File: config.mk
export PLATFORM = sky130hd
export DESIGN_NAME = clkstop_ctrl
export DESIGN_NICKNAME = d
export VERILOG_FILES = /design/src/rtl/clkstop_pkg.sv /design/src/rtl/clkstop_sync.sv /design/src/rtl/clkstop_phase.sv /design/src/rtl/clkstop_power.sv /design/src/rtl/clkstop_gate.sv /design/src/rtl/clkstop_ctrl.sv
export SDC_FILE = /design/constraint.sdc
export NUM_CORES = 1
export LEC_CHECK = 0
export ABC_AREA = 1
export BUFFER_PORTS_ARGS = -buffer_cell sky130_fd_sc_hd__buf_2
export CORE_AREA = 2 2 55 62
export DETAILED_ROUTE_END_ITERATION = 8
export DIE_AREA = 0 0 57 64
export GPL_TIMING_DRIVEN = 0
export REMOVE_ABC_BUFFERS = 1
export SYNTH_ARGS = -nofsm -noshare
export SYNTH_HDL_FRONTEND = slang
export SYNTH_SLANG_ARGS = --single-unit
File: constraint.sdc
create_clock -name clk_i -period 3.2 [get_ports clk_i]
set_clock_uncertainty 0.1 [all_clocks]
set_input_delay 0.48 -clock clk_i [delete_from_list [all_inputs] [get_ports clk_i]]
set_output_delay 0.48 -clock clk_i [all_outputs]
set_load 0.01 [all_outputs]
File: src/rtl/clkstop_pkg.sv
package clkstop_pkg;

    typedef enum logic {
        MODE_SLOW = 1'b0,
        MODE_FAST = 1'b1
    } cpu_mode_e;

    // Per-cycle frame strobes from the phase counter to the gating logic.
    typedef struct packed {
        logic cpu_edge;   // the next master cycle starts a processor period
        logic pci_edge;   // the next master cycle starts a bus period
        logic pci_high;   // the next master cycle is in the high half of a bus period
    } tick_t;

endpackage

File: src/rtl/clkstop_sync.sv
module clkstop_sync #(
    parameter int          W       = 1,
    parameter int          STAGES  = 2,
    parameter logic [W-1:0] RST_VAL = '0
) (
    input  logic         clk_i,
    input  logic         rst_ni,
    input  logic [W-1:0] d_i,
    output logic [W-1:0] q_o
);
    logic [STAGES-1:0][W-1:0] stg_d, stg_q;

    always_comb begin
        stg_d[0] = d_i;
        for (int i = 1; i < STAGES; i++) begin
            stg_d[i] = stg_q[i-1];
        end
    end

    always_ff @(posedge clk_i or negedge rst_ni) begin
        if (!rst_ni) stg_q <= {STAGES{RST_VAL}};
        else         stg_q <= stg_d;
    end

    assign q_o = stg_q[STAGES-1];
endmodule

File: src/rtl/clkstop_phase.sv
module clkstop_phase
    import clkstop_pkg::*;
#(
    parameter int FAST_DIV = 2,
    parameter int SLOW_DIV = 3,
    parameter int PCI_DIV  = 6
) (
    input  logic  clk_i,
    input  logic  rst_ni,
    input  logic  fast_req_i,
    output tick_t tick_o
);
    localparam int PW       = $clog2(PCI_DIV);
    localparam int PCI_LEAD = 1;
    localparam int PCI_HIGH = PCI_DIV / 2;

    typedef struct packed {
        logic [PW-1:0] ph;
        cpu_mode_e     mode;
    } phase_st_t;

    phase_st_t st_d, st_q;
    cpu_mode_e mode_eff;
    logic      fast_bnd, slow_bnd;

    always_comb begin
        st_d     = st_q;
        mode_eff = (st_q.ph == '0) ? cpu_mode_e'(fast_req_i) : st_q.mode;
        fast_bnd = (int'(st_q.ph) % FAST_DIV) == 0;
        slow_bnd = (int'(st_q.ph) % SLOW_DIV) == 0;

        tick_o.cpu_edge = (mode_eff == MODE_FAST) ? fast_bnd : slow_bnd;
        tick_o.pci_edge = int'(st_q.ph) == PCI_LEAD;
        tick_o.pci_high = (int'(st_q.ph) >= PCI_LEAD) &&
                          (int'(st_q.ph) <  PCI_LEAD + PCI_HIGH);

        st_d.mode = mode_eff;
        st_d.ph   = (int'(st_q.ph) == PCI_DIV - 1) ? '0 : st_q.ph + 1'b1;
    end

    always_ff @(posedge clk_i or negedge rst_ni) begin
        if (!rst_ni) st_q <= '{ph: '0, mode: MODE_SLOW};
        else         st_q <= st_d;
    end

    assert_phase_range_R3: assert property (@(posedge clk_i) disable iff (!rst_ni)
        int'(st_q.ph) < PCI_DIV);

    assert_mode_switch_at_frame_R9: assert property (@(posedge clk_i) disable iff (!rst_ni)
        (st_q.mode != $past(st_q.mode)) |-> ($past(st_q.ph) == '0));
endmodule

File: src/rtl/clkstop_power.sv
module clkstop_power #(
    parameter int RESTART_CYCLES = 16
) (
    input  logic clk_i,
    input  logic rst_ni,
    input  logic run_i,
    output logic ok_o
);
    localparam int CW = $clog2(RESTART_CYCLES + 1);

    typedef struct packed {
        logic [CW-1:0] cnt;
        logic          ok;
    } pwr_st_t;

    pwr_st_t st_d, st_q;

    always_comb begin
        st_d = st_q;
        if (!run_i) begin
            st_d.cnt = '0;
            st_d.ok  = 1'b0;
        end else if (!st_q.ok) begin
            if (int'(st_q.cnt) == RESTART_CYCLES - 1) st_d.ok = 1'b1;
            else                                      st_d.cnt = st_q.cnt + 1'b1;
        end
    end

    always_ff @(posedge clk_i or negedge rst_ni) begin
        if (!rst_ni) st_q <= '0;
        else         st_q <= st_d;
    end

    assign ok_o = st_q.ok;

    assert_pd_drops_ok_R7: assert property (@(posedge clk_i) disable iff (!rst_ni)
        !run_i |=> !ok_o);

    assert_ok_after_run_R8: assert property (@(posedge clk_i) disable iff (!rst_ni)
        $rose(ok_o) |-> $past(run_i));
endmodule

File: src/rtl/clkstop_gate.sv
module clkstop_gate
    import clkstop_pkg::*;
#(
    parameter int N_CPU = 2,
    parameter int N_PCI = 5
) (
    input  logic             clk_i,
    input  logic             rst_ni,
    input  tick_t            tick_i,
    input  logic             cpu_run_i,
    input  logic             pci_run_i,
    input  logic             pwr_ok_i,
    output logic [N_CPU-1:0] cpu_o,
    output logic [N_PCI-1:0] pci_o,
    output logic             free_o
);
    typedef struct packed {
        logic cpu_gate;
        logic pci_cap;
        logic pci_gate;
        logic free_gate;
        logic cpu_out;
        logic pci_out;
        logic free_out;
    } gate_st_t;

    gate_st_t st_d, st_q;

    always_comb begin
        st_d = st_q;
        // Gate decisions only at the start of a period: each period is whole or absent.
        if (tick_i.cpu_edge) st_d.cpu_gate = cpu_run_i & pwr_ok_i;
        st_d.cpu_out = tick_i.cpu_edge & st_d.cpu_gate;

        if (tick_i.pci_edge) begin
            st_d.pci_cap   = pci_run_i;
            st_d.pci_gate  = st_q.pci_cap & pwr_ok_i;
            st_d.free_gate = pwr_ok_i;
        end
        st_d.pci_out  = tick_i.pci_high & st_d.pci_gate;
        st_d.free_out = tick_i.pci_high & st_d.free_gate;
    end

    always_ff @(posedge clk_i or negedge rst_ni) begin
        if (!rst_ni) st_q <= '0;
        else         st_q <= st_d;
    end

    for (genvar g = 0; g < N_CPU; g++) begin : g_cpu_fan
        assign cpu_o[g] = st_q.cpu_out;
    end
    for (genvar g = 0; g < N_PCI; g++) begin : g_pci_fan
        assign pci_o[g] = st_q.pci_out;
    end
    assign free_o = st_q.free_out;

    assert_cpu_single_pulse_R5: assert property (@(posedge clk_i) disable iff (!rst_ni)
        st_q.cpu_out |=> !st_q.cpu_out);

    assert_pci_within_free_R6: assert property (@(posedge clk_i) disable iff (!rst_ni)
        st_q.pci_out |-> st_q.free_out);

    assert_pci_rise_aligned_R6: assert property (@(posedge clk_i) disable iff (!rst_ni)
        $rose(st_q.pci_out) |-> $rose(st_q.free_out));

    assert_free_full_high_R3: assert property (@(posedge clk_i) disable iff (!rst_ni)
        $rose(st_q.free_out) |=> st_q.free_out ##1 st_q.free_out);

    assert_pd_cpu_off_R7: assert property (@(posedge clk_i) disable iff (!rst_ni)
        (!pwr_ok_i && tick_i.cpu_edge) |=> !st_q.cpu_out);
endmodule

File: src/rtl/clkstop_ctrl.sv
module clkstop_ctrl
    import clkstop_pkg::*;
#(
    parameter int N_CPU          = 2,
    parameter int N_PCI          = 5,
    parameter int SYNC_STAGES    = 2,
    parameter int RESTART_CYCLES = 16
) (
    input  logic             clk_i,
    input  logic             rst_ni,
    input  logic             cpu_fast_i,
    input  logic             cpu_stop_ni,
    input  logic             pci_stop_ni,
    input  logic             pwr_down_ni,
    output logic [N_CPU-1:0] cpu_clk_o,
    output logic [N_PCI-1:0] pci_clk_o,
    output logic             pci_free_o
);
    localparam int NCTL = 4;

    logic [NCTL-1:0] ctl_s;
    tick_t           tick;
    logic            pwr_ok;

    clkstop_sync #(.W(NCTL), .STAGES(SYNC_STAGES), .RST_VAL('0)) u_sync (
        .clk_i (clk_i),
        .rst_ni(rst_ni),
        .d_i   ({cpu_fast_i, cpu_stop_ni, pci_stop_ni, pwr_down_ni}),
        .q_o   (ctl_s)
    );

    clkstop_phase #(.FAST_DIV(2), .SLOW_DIV(3), .PCI_DIV(6)) u_phase (
        .clk_i     (clk_i),
        .rst_ni    (rst_ni),
        .fast_req_i(ctl_s[3]),
        .tick_o    (tick)
    );

    clkstop_power #(.RESTART_CYCLES(RESTART_CYCLES)) u_power (
        .clk_i (clk_i),
        .rst_ni(rst_ni),
        .run_i (ctl_s[0]),
        .ok_o  (pwr_ok)
    );

    clkstop_gate #(.N_CPU(N_CPU), .N_PCI(N_PCI)) u_gate (
        .clk_i    (clk_i),
        .rst_ni   (rst_ni),
        .tick_i   (tick),
        .cpu_run_i(ctl_s[2]),
        .pci_run_i(ctl_s[1]),
        .pwr_ok_i (pwr_ok),
        .cpu_o    (cpu_clk_o),
        .pci_o    (pci_clk_o),
        .free_o   (pci_free_o)
    );
endmodule

==> summary.log <==
qor: die.row_count 21
qor: synthesis.ys_types 22
qor: power_and_ir_drop.cellPowerDensity 471 nW/um2
qor: route.route.final.wire_length 1.48 mm
qor: layout.filler_cell_count 309
qor: setup_path.cp-start-kind flip-flop
qor: place.gp_congestion 0.822
qor: grt.global_route_wire_length_before_repair 2.63 mm
qor: sta.fin_crit_sh 64.2%
qor: clocking.clk_transition_reported_paths 0.13 ns
qor: min_path.hp-class input port to async pin
qor: die.start_util 35.6%
qor: clocking.cts_setup_buffers 0
qor: sta.maxSlewHeadroom 65.7%
qor: setup_path.arrival 2.22 ns
qor: status.outcome complete, no violations
qor: power_and_ir_drop.total_power 553 uW
qor: synthesis.post_synth.cell_area_avg 9.78 um2
qor: setup_path.cell_count_of_the_worst_reg_to_reg_path 15
qor: die.floorplan.die_area 3650 um2
qor: grt.antenna_found_initial 0
qor: route.wl_per_cell 9.65 um
qor: route.drt_iter0_markers 19
qor: setup_path.critPathRequiredTime 3.37 ns
qor: grt.grt_pass1_vias 639
qor: grt.busiest_layer met2
qor: grt.global_route_met3_usage 4.25%
qor: setup_path.timing.setup.critical_path_class flip-flop to flip-flop
qor: setup_path.critical_path_cell_sequence inv_1, nand2_1, inv_1, ha_1, inv_1, ha_1, inv_1, ha_1, nor2_1, nand3_1, nor2_1, nand2_1, nand2_1, nand2_1, inv_1
qor: clocking.clock_tree_from_tritoncts yes
qor: clocking.clock_path_buffers 2
qor: die.die_h 64 um
qor: synthesis.postSynth.asyncResetShare 100%
qor: sta.final.hold.worst_slack 0.0121 ns
qor: sta.setup_violations 0
qor: clocking.cts_htree_levels 1
qor: route.route.antenna.remaining_nets 0
qor: die.fp.dieW 57 um
qor: synthesis.synth_area 1070 um2
qor: clocking.ctsRootBufferMaster sky130_fd_sc_hd__clkbuf_4
qor: route.drc_errors 0
qor: synthesis.yosys_warnings 0
qor: layout.layout-drive-gt1-share 21.8%
qor: route.first_pass_iters 4
qor: layout.n_antenna_cell 0
qor: route.avgViaCountPerCell 4.46
qor: power_and_ir_drop.ir_drop 353 uV
qor: place.pre_cts_ws 1.16 ns
qor: setup_path.path_depth 15
qor: grt.maximum_number_of_pins_on_one_net_before_global_route_repair 25
qor: clocking.clock_latency 0.31 ns
qor: synthesis.synth.ff_latch_count 24
qor: sta.final_critical_path_setup_slack 1.15 ns
qor: die.core 3000 um2
qor: setup_path.timing.critical_path.max_delay_family adder cells
qor: clocking.post_cts_resized 0
qor: setup_path.crit_end_element flip-flop
qor: sta.fmax 487 MHz
qor: sta.tightest_slew 0.515 ns
qor: clocking.cts_hold_buf 0
qor: place.place.port_buffers 13
qor: clocking.cts_sinks 24
qor: synthesis.synthesis.instances 109
qor: layout.area_delta_synth_final 10.1%
qor: grt.global_route.usage.met2 16.1%
qor: sta.setup_tns 0 ns
qor: power_and_ir_drop.static-leakage-power 0.000645 uW
qor: setup_path.crit_path_frequent_cell sky130_fd_sc_hd__inv_1
qor: sta.final.min_clock_period 2.05 ns
qor: setup_path.crit_path_max_fanout 4
qor: grt.grt_usage 9.43%
qor: setup_path.rrSetupSlack 1.15 ns
qor: route.routed-via-count 683
qor: synthesis.seq_area_frac_synth 56.3%
qor: layout.multi_input_comb_area 330 um2
qor: synthesis.synth_enable_flop_cells 0
qor: place.placed_cells_incl_taps 149
qor: setup_path.max_stage_delay 0.47 ns
qor: clocking.cts_inserted_buffers 3
qor: sta.number_of_hold_slack_violations_in_the_final_timing_report 0
qor: setup_path.cp_slowest_cell sky130_fd_sc_hd__dfrtp_1
qor: layout.final-instance-count-excl-fill 153
qor: sta.setup_repair_after_global_routing_missed_its_margin false
qor: layout.layout.area.seq 601 um2
qor: setup_path.worst_path_buf_inv 5
qor: synthesis.yosys_most_used_dff sky130_fd_sc_hd__dfrtp_1
qor: run.drv_cap 0
qor: sta.report.final.slew_viol_count 0
qor: layout.final_nets 132
qor: grt.grt_util_met1 10.5%
qor: place.post-dp-hpwl 1.14 mm
qor: grt.global_route.overflow_total 0
qor: die.io-pin-count 14
[synth_stat cells, types with 2 or more instances]
library cell | instances | area share [%]
sky130_fd_sc_hd__nand2_1 | 18 | 6.3
sky130_fd_sc_hd__inv_1 | 19 | 6.7
sky130_fd_sc_hd__ha_1 | 6 | 7.0
sky130_fd_sc_hd__buf_4 | 7 | 4.9
sky130_fd_sc_hd__dfrtp_1 | 24 | 56
sky130_fd_sc_hd__nand2_2 | 2 | 1.2
sky130_fd_sc_hd__o21ai_0 | 3 | 1.4
sky130_fd_sc_hd__a21oi_1 | 5 | 2.3
sky130_fd_sc_hd__inv_2 | 3 | 1.1
sky130_fd_sc_hd__nor3_1 | 3 | 1.4
sky130_fd_sc_hd__nand3_1 | 4 | 1.9
sky130_fd_sc_hd__nor2_2 | 2 | 1.2
sky130_fd_sc_hd__nor2_1 | 4 | 1.4
[final timing paths]
kind,from,endpoint
setup / recovery,u_phase.st_q[3]$_DFF_PN0_,u_gate.cpu_o[0]$_DFF_PN0_
hold / removal,rst_ni,u_power.st_q[3]$_DFFE_PN0P_
setup reg to reg,u_phase.st_q[3]$_DFF_PN0_,u_gate.cpu_o[0]$_DFF_PN0_
hold reg to reg,u_sync.stg_d[5]$_DFF_PN0_,u_sync.q_o[1]$_DFF_PN0_
max in group asynchronous,rst_ni,u_gate.st_q[3]$_DFF_PN0_
min in group clk_i,pwr_down_ni,u_sync.stg_d[4]$_DFF_PN0_
[power breakdown]
group / internal [uW] / total [uW] / switching [uW]
registers: 313 / 318 / 5.20
clock network: 127 / 217 / 90.4
logic: 6.84 / 18.6 / 11.8
[routing by layer]
| layer | part of all wire, % | vias up |
|---|---|---|
| met5 | 0 | - |
| li1 | - | 348 |
| met2 | 50 | 14 |
| met1 | 44 | 319 |
| met4 | 0.68 | 0 |
| met3 | 5.3 | 2 |
[layout make-up]
class | count | share of cell area, %
clock buffers | 3 | 1.92
well taps | 34 | 3.62
repair buffers | 13 | 5.54
inverters | 22 | 7.04
multi-input cells | 56 | 28.1
clock inverters | 1 | 2.56
flip-flops and latches | 24 | 51.2
[per-stage QoR]
stage          util (%)  area, um2
6_report           39.2       1170
3_5_place_dp       37.4       1120
2_1_floorplan         -       1010
4_1_cts            39.2       1170
5_1_grt            39.2       1170
3_3_place_gp       37.4       1120
[kinds of logic (layout without fill, tap and decap cells)]
kind of cell,after synthesis,after routing,share of synthesized area (%)
other,1,1,0.352
adders and majority gates,6,6,7.04
and+or+nand+nor,37,37,16.8
buffers and inverters,29,39,12.7
AOI/OAI and AO/OA,12,12,6.81
DFF,24,24,56.3
[layout by cell type (no fill, tap or decap), types with 2 or more instances in the layout]
master	netlist	layout
sky130_fd_sc_hd__nand3_1	4	4
sky130_fd_sc_hd__nor2_2	2	2
sky130_fd_sc_hd__nor3_1	3	3
sky130_fd_sc_hd__o21ai_0	3	3
sky130_fd_sc_hd__nand2_1	18	18
sky130_fd_sc_hd__dfrtp_1	24	24
sky130_fd_sc_hd__inv_2	3	3
sky130_fd_sc_hd__inv_1	19	19
sky130_fd_sc_hd__nor2_1	4	4
sky130_fd_sc_hd__ha_1	6	6
sky130_fd_sc_hd__nand2_2	2	2
sky130_fd_sc_hd__buf_2	0	13
sky130_fd_sc_hd__a21oi_1	5	5
sky130_fd_sc_hd__clkbuf_4	0	3
[flip-flops by register name (all words and copies together), names as in the netlist]
signal / flops
u_power.st_q: 5
u_phase.st_q: 4
u_sync.q_o: 4
u_sync.stg_d: 4
u_gate.st_q: 3
u_gate.cpu_o: 1
u_gate.free_o: 1
u_gate.pci_o: 1
u_power.ok_o: 1
(Power assumes the default switching activity.)
